`config.mk`:
```
export PLATFORM = sky130hd
export DESIGN_NAME = sar_conv_top
export DESIGN_NICKNAME = d
export VERILOG_FILES = /design/src/rtl/sar_pkg.sv /design/src/rtl/sar_sync.sv /design/src/rtl/sar_ctrl.sv /design/src/rtl/sar_dpath.sv /design/src/rtl/sar_conv_top.sv
export SDC_FILE = /design/constraint.sdc
export NUM_CORES = 1
export LEC_CHECK = 0
export ABC_AREA = 1
export CAP_MARGIN = 25
export CORE_MARGIN = 5
export CORE_UTILIZATION = 40
export CTS_BUF_LIST = sky130_fd_sc_hd__clkbuf_16
export DETAILED_ROUTE_END_ITERATION = 7
export DONT_BUFFER_PORTS = 1
export GPL_TIMING_DRIVEN = 1
export PLACE_DENSITY = 0.64
export SLEW_MARGIN = 20
export SYNTH_ARGS = -nofsm -noshare
export SYNTH_HDL_FRONTEND = slang
export SYNTH_HIERARCHICAL = 1
export SYNTH_SLANG_ARGS = --single-unit
```
`constraint.sdc`:
```
create_clock -name clk -period 5.8 [get_ports clk]
set_clock_uncertainty 0.1 [all_clocks]
set_input_delay 0.58 -clock clk [delete_from_list [all_inputs] [get_ports clk]]
set_output_delay 0.58 -clock clk [all_outputs]
set_load 0.03 [all_outputs]
```
`src/rtl/sar_pkg.sv`:
```
package sar_pkg;

  typedef enum logic [1:0] {
    ST_IDLE = 2'd0,
    ST_CONV = 2'd1,
    ST_READ = 2'd2,
    ST_OFF  = 2'd3
  } seqState_t;

  typedef struct packed {
    logic clrSar;
    logic stepSar;
    logic latchOut;
    logic shiftBit;
  } sarStrobe_t;

endpackage

```
`src/rtl/sar_sync.sv`:
```
module sar_sync #(
  parameter int WIDTH = 3,
  parameter int STAGES = 2,
  parameter logic [WIDTH-1:0] RST_VAL = '0
) (
  input  logic             clk,
  input  logic             rstN,
  input  logic [WIDTH-1:0] asyncIn,
  output logic [WIDTH-1:0] syncOut
);

  logic [WIDTH-1:0] chain [STAGES];

  always_ff @(posedge clk or negedge rstN) begin
    if (!rstN) begin
      for (int i = 0; i < STAGES; i++) chain[i] <= RST_VAL;
    end else begin
      chain[0] <= asyncIn;
      for (int i = 1; i < STAGES; i++) chain[i] <= chain[i-1];
    end
  end

  assign syncOut = chain[STAGES-1];

endmodule

```
`src/rtl/sar_ctrl.sv`:
```
module sar_ctrl
  import sar_pkg::*;
#(
  parameter int BITS = 12,
  parameter int CONV_CYCLES = 20
) (
  input  logic       clk,
  input  logic       rstN,
  input  logic       csS,
  input  logic       sclkS,
  input  logic       shdnS,
  output sarStrobe_t strb,
  output logic       holdOn,
  output logic       sdoOe,
  output logic       sclkFall
);

  localparam int CNT_W = $clog2(CONV_CYCLES + 1);
  localparam logic [CNT_W-1:0] LAST_CNT = CNT_W'(CONV_CYCLES - 1);
  localparam logic [CNT_W-1:0] STEP_END = CNT_W'(BITS);

  seqState_t state, stateNxt;
  logic [CNT_W-1:0] convCnt, convCntNxt;
  logic csPrev, sclkPrev;
  logic csFall, csRise;

  assign csFall   = csPrev & ~csS;
  assign csRise   = ~csPrev & csS;
  assign sclkFall = sclkPrev & ~sclkS;

  always_comb begin
    stateNxt   = state;
    convCntNxt = convCnt;
    strb       = '0;
    if (!shdnS) begin
      stateNxt = ST_OFF;
    end else begin
      unique case (state)
        ST_OFF: stateNxt = ST_IDLE;
        ST_IDLE: begin
          if (csFall) begin
            stateNxt    = ST_CONV;
            convCntNxt  = '0;
            strb.clrSar = 1'b1;
          end
        end
        ST_CONV: begin
          if (csRise) begin
            stateNxt = ST_IDLE;
          end else begin
            strb.stepSar = (convCnt < STEP_END);
            convCntNxt   = convCnt + 1'b1;
            if (convCnt == LAST_CNT) begin
              stateNxt      = ST_READ;
              strb.latchOut = 1'b1;
            end
          end
        end
        ST_READ: begin
          if (csRise) stateNxt = ST_IDLE;
          else strb.shiftBit = sclkFall;
        end
        default: stateNxt = ST_IDLE;
      endcase
    end
  end

  always_ff @(posedge clk or negedge rstN) begin
    if (!rstN) begin
      state    <= ST_OFF;
      convCnt  <= '0;
      csPrev   <= 1'b1;
      sclkPrev <= 1'b0;
    end else begin
      state    <= stateNxt;
      convCnt  <= convCntNxt;
      csPrev   <= csS;
      sclkPrev <= sclkS;
    end
  end

  assign holdOn = (state == ST_CONV);
  assign sdoOe  = (state == ST_CONV) || (state == ST_READ);

endmodule

```
`src/rtl/sar_dpath.sv`:
```
module sar_dpath
  import sar_pkg::*;
#(
  parameter int BITS = 12
) (
  input  logic            clk,
  input  logic            rstN,
  input  sarStrobe_t      strb,
  input  logic            cmpHigh,
  output logic [BITS-1:0] dacCode,
  output logic            sdoVal
);

  localparam logic [BITS-1:0] MSB_ONLY = {1'b1, {(BITS-1){1'b0}}};

  logic [BITS-1:0] resReg, bitMask, shReg;
  logic sdoReg;

  always_ff @(posedge clk or negedge rstN) begin
    if (!rstN) begin
      resReg  <= '0;
      bitMask <= '0;
    end else if (strb.clrSar) begin
      resReg  <= '0;
      bitMask <= MSB_ONLY;
    end else if (strb.stepSar) begin
      if (cmpHigh) resReg <= resReg | bitMask;
      bitMask <= bitMask >> 1;
    end
  end

  always_ff @(posedge clk or negedge rstN) begin
    if (!rstN) begin
      shReg  <= '0;
      sdoReg <= 1'b0;
    end else if (strb.clrSar) begin
      sdoReg <= 1'b0;
    end else if (strb.latchOut) begin
      shReg  <= resReg;
      sdoReg <= 1'b1;
    end else if (strb.shiftBit) begin
      sdoReg <= shReg[BITS-1];
      shReg  <= {shReg[BITS-2:0], 1'b0};
    end
  end

  assign dacCode = resReg | bitMask;
  assign sdoVal  = sdoReg;

endmodule

```
`src/rtl/sar_conv_top.sv`:
```
module sar_conv_top
  import sar_pkg::*;
#(
  parameter int BITS = 12,
  parameter int CONV_CYCLES = 20
) (
  input  logic            clk,
  input  logic            rstN,
  input  logic            csN,
  input  logic            sclk,
  input  logic            shdnN,
  input  logic            cmpHigh,
  output logic [BITS-1:0] dacCode,
  output logic            holdOn,
  output logic            sdoVal,
  output logic            sdoOe
);

  logic [2:0] syncVec;
  logic csS, sclkS, shdnS, sclkFall;
  sarStrobe_t strb;

  sar_sync #(.WIDTH(3), .STAGES(2), .RST_VAL(3'b001)) i_sync (
    .clk(clk), .rstN(rstN),
    .asyncIn({shdnN, sclk, csN}),
    .syncOut(syncVec)
  );

  assign csS   = syncVec[0];
  assign sclkS = syncVec[1];
  assign shdnS = syncVec[2];

  sar_ctrl #(.BITS(BITS), .CONV_CYCLES(CONV_CYCLES)) i_ctrl (
    .clk(clk), .rstN(rstN),
    .csS(csS), .sclkS(sclkS), .shdnS(shdnS),
    .strb(strb), .holdOn(holdOn), .sdoOe(sdoOe), .sclkFall(sclkFall)
  );

  sar_dpath #(.BITS(BITS)) i_dpath (
    .clk(clk), .rstN(rstN),
    .strb(strb), .cmpHigh(cmpHigh),
    .dacCode(dacCode), .sdoVal(sdoVal)
  );

endmodule

```
==> key figures <==
Timing
  • Setup TNS: 0 ps
  • Fmax: 350.6 MHz
  • Relative slew slack: 33.00%
  • Final Slew Violations: 0
  • Final Hold Viols: 0
  • Least-Margin Pin Slew: 1001 ps
  • Post-layout minimum cycle time: 2852 ps
  • Crit share post-route: 49.17%
  • Final Setup Violations: 0
  • RSZ-0062 raised after global routing: no

GRT
  • Largest net degree at the start of global routing: 48
  • Vias in the first global route: about 1700
  • Total track usage: 13.66%
  • First-pass GRT wire length: 8245 um
  • Total gr overflow: 0
  • Initial antenna violation count: 0

Yosys
  • Average instance area after synthesis: between 8 and 9 sq um
  • Synth Cell Area: 0.002469 sq mm
  • Syn Inst Count: between 200 and 300
  • Syn Nets: 299
  • Syn. warnings: 6

Power
  • Pleak: 0.001334 uW
  • Switching Share: 40.12%
  • Combinational Power Share: a little under a third
  • Worst vdd ir: 0.0002557 V
  • Sequential cell fraction of total power: 42.2%
  • Pint: between 700 and 800 uW
  • Pwr Density: 450.0 mW/mm^2
  • Clock share of power: 26.0%
  • Switch Pwr: 476.0 uW

Critical path
  • Crit-path most repeated cell: nand2_1
  • CP Launch Type: flip-flop
  • Worst r2r src: i_ctrl/state[0]
  • Largest stage delay on the critical path: 790 ps
  • Critical path, cell by cell: ha_1 -> nand3_1 -> nor2_1 -> inv_2 -> nand2_1 -> nand2_1 -> nand2_1 -> nand2_1
  • Worst EP arrival: 2930 ps
  • Critical Path RT: roughly 5900 ps
  • Delay-heaviest family, CP: simple AND/OR/NAND/NOR gates
  • Worst-path maximum fanout: 15
  • R2R setup slack: 2950 ps
  • Worst setup EP type: flip-flop
  • RR Endpoint: i_dpath/shReg[10]
  • Cells on worst reg2reg path: 8
  • Buf/Inv on CP: 1
  • Critical-path top delay cell: nor2_1
  • Crit Path Category: flip-flop to flip-flop

Clock tree
  • H-tree depth: 2
  • CTS tree: done
  • Clk slew on worst S/H paths: about 70 ps
  • Clk Latency, worst-skew pair: between 200 and 300 ps
  • Maximum root-to-sink buffer count: 2
  • Clk sinks: 52
  • Post-CTS sizing: 0
  • CTS Buf Count: 5
  • CTS root buf: clkbuf_16

Detailed routing
  • DR pass1 iterations: 4
  • Vias per std cell: 4.793
  • Post-DRT Antenna Nets: 0
  • DRC viols: 0
  • Routed WL: 4784 um
  • Vias: 1716
  • Initial DRC count: 113
  • DR WL/cell: 13.36 um

Die
  • I/O pin cnt: 21
  • Die Y: between 80 and 90 um
  • Die Area: approximately 0.0078 sq mm
  • Row count: 28
  • Die X: 88.56 um
  • Core area: 0.005956 sq mm
  • Starting Density: 41.45%

Finish
  • P&R area growth vs syn: 6.792%
  • Non-filler cells, final: 358
  • Diodes inserted: 0
  • Design Area, Final: 0.002636 sq mm
  • Nets: 292
  • Area occupied by multi-input gates: around 970 sq um
  • Fill cells: 580
  • Final core utilization: 44.26%
  • Layout cell share with drive strength beyond 1: 15.55%
  • Register area: 0.001308 sq mm

Placement
  • RePlAce Congestion: ~0.74
  • I/O Buffers: 0
  • Placed cell areas: 0.002450 sq mm
  • Dpl cells: 349
  • DPL Wire Length: roughly 3100 um

Outcome
  • Status: finished, final reports clean

Hold path
  • HP Class: input port to asynchronous set/reset pin

Job
  • Total of max-cap violations: 0
## cells in the final DEF, fill, tap and decap left out
cell type / instances
nand2_1: 124
dfrtp_1: 47
o21ai_0: 23
inv_1: 18
nand3_1: 12
or2_2: 10
o21ai_2: 6
clkbuf_16: 5
dfstp_2: 5
ha_1: 4
nand2_2: 3
nor2_1: 3
inv_2: 3
nor2_2: 2
nand3_2: 2
nand4_1: 2
nand2_4: 2
clkinv_4: 1
clkinv_8: 1
inv_6: 1
buf_16: 1
a211oi_1: 1
nor3_1: 1
a21oi_4: 1
xor2_1: 1
or2_1: 1
nor2_4: 1
a21oi_1: 1
o22ai_1: 1
## registers in the layout, indices dropped and copies added (netlist names)
register         flops
i_ctrl/convCnt       5
i_ctrl/csPrev        1
i_ctrl/sclkPrev      1
i_ctrl/state         2
i_dpath/bitMask     12
i_dpath/resReg      12
i_dpath/sdoVal       1
i_dpath/shReg       12
i_sync/chain         3
i_sync/syncOut       3
## area by class of cell
| class | count | area share [%] |
|---|---|---|
| Clock buffer | 5 | 4.746 |
| Timing Repair Buffer | 1 | 1.044 |
| Sequential cell | 52 | 49.60 |
| Inverter | 21 | 2.990 |
| Clock inverter | 3 | 1.281 |
| Tap cell | 75 | 3.560 |
| Multi-Input combinational cell | 201 | 36.78 |
## per-layer routing
metal / up-vias / share of wire, % / track usage [%]
li1: 886 / - / -
met1: 801 / 49 / 19.22
met2: 24 / 47 / 20.60
met3: 5 / 2.9 / 3.259
met4: 0 / 1.2 / 4.945
met5: - / 0 / 0
## power groups by stage
stage,logic [uW],registers (uW),clock network [uW]
after floorplan,339,484,0
after global placement,371,503,0
after detailed placement,373,509,0
after CTS,383,502,320
after global routing,414,514,333
final,376,501,309
## metrics by stage
stage	hold WS (ps)	power, uW	setup slack, ps
after CTS	13.52	1205	2982
after floorplan	184.4	823.6	3686
after global placement	185.5	874.2	3079
final	23.50	1186	2948
after detailed placement	185.3	881.8	2985
after global routing	7.410	1262	2720
## repair_timing
item	4_1_cts	5_1_grt
hold buffers	1	0
endpoints found under the hold margin	47	0
setup buffers	0	0
endpoints found under the setup margin	0	0
## worst max path at each step
stage | from | to | slack [ps] | cells after the start
2_1_floorplan | i_ctrl/state[0] | i_dpath/shReg[10] | 3690 | 10
3_3_place_gp | i_ctrl/state[0] | i_dpath/shReg[6] | 3080 | 6
3_5_place_dp | i_ctrl/state[0] | i_dpath/shReg[10] | 2990 | 8
4_1_cts | i_ctrl/state[0] | i_dpath/shReg[4] | 2980 | 8
5_1_grt | i_ctrl/state[0] | i_dpath/shReg[5] | 2720 | 8
6_report | i_ctrl/state[0] | i_dpath/shReg[10] | 2950 | 8
Power figures use the tool's default switching activity.
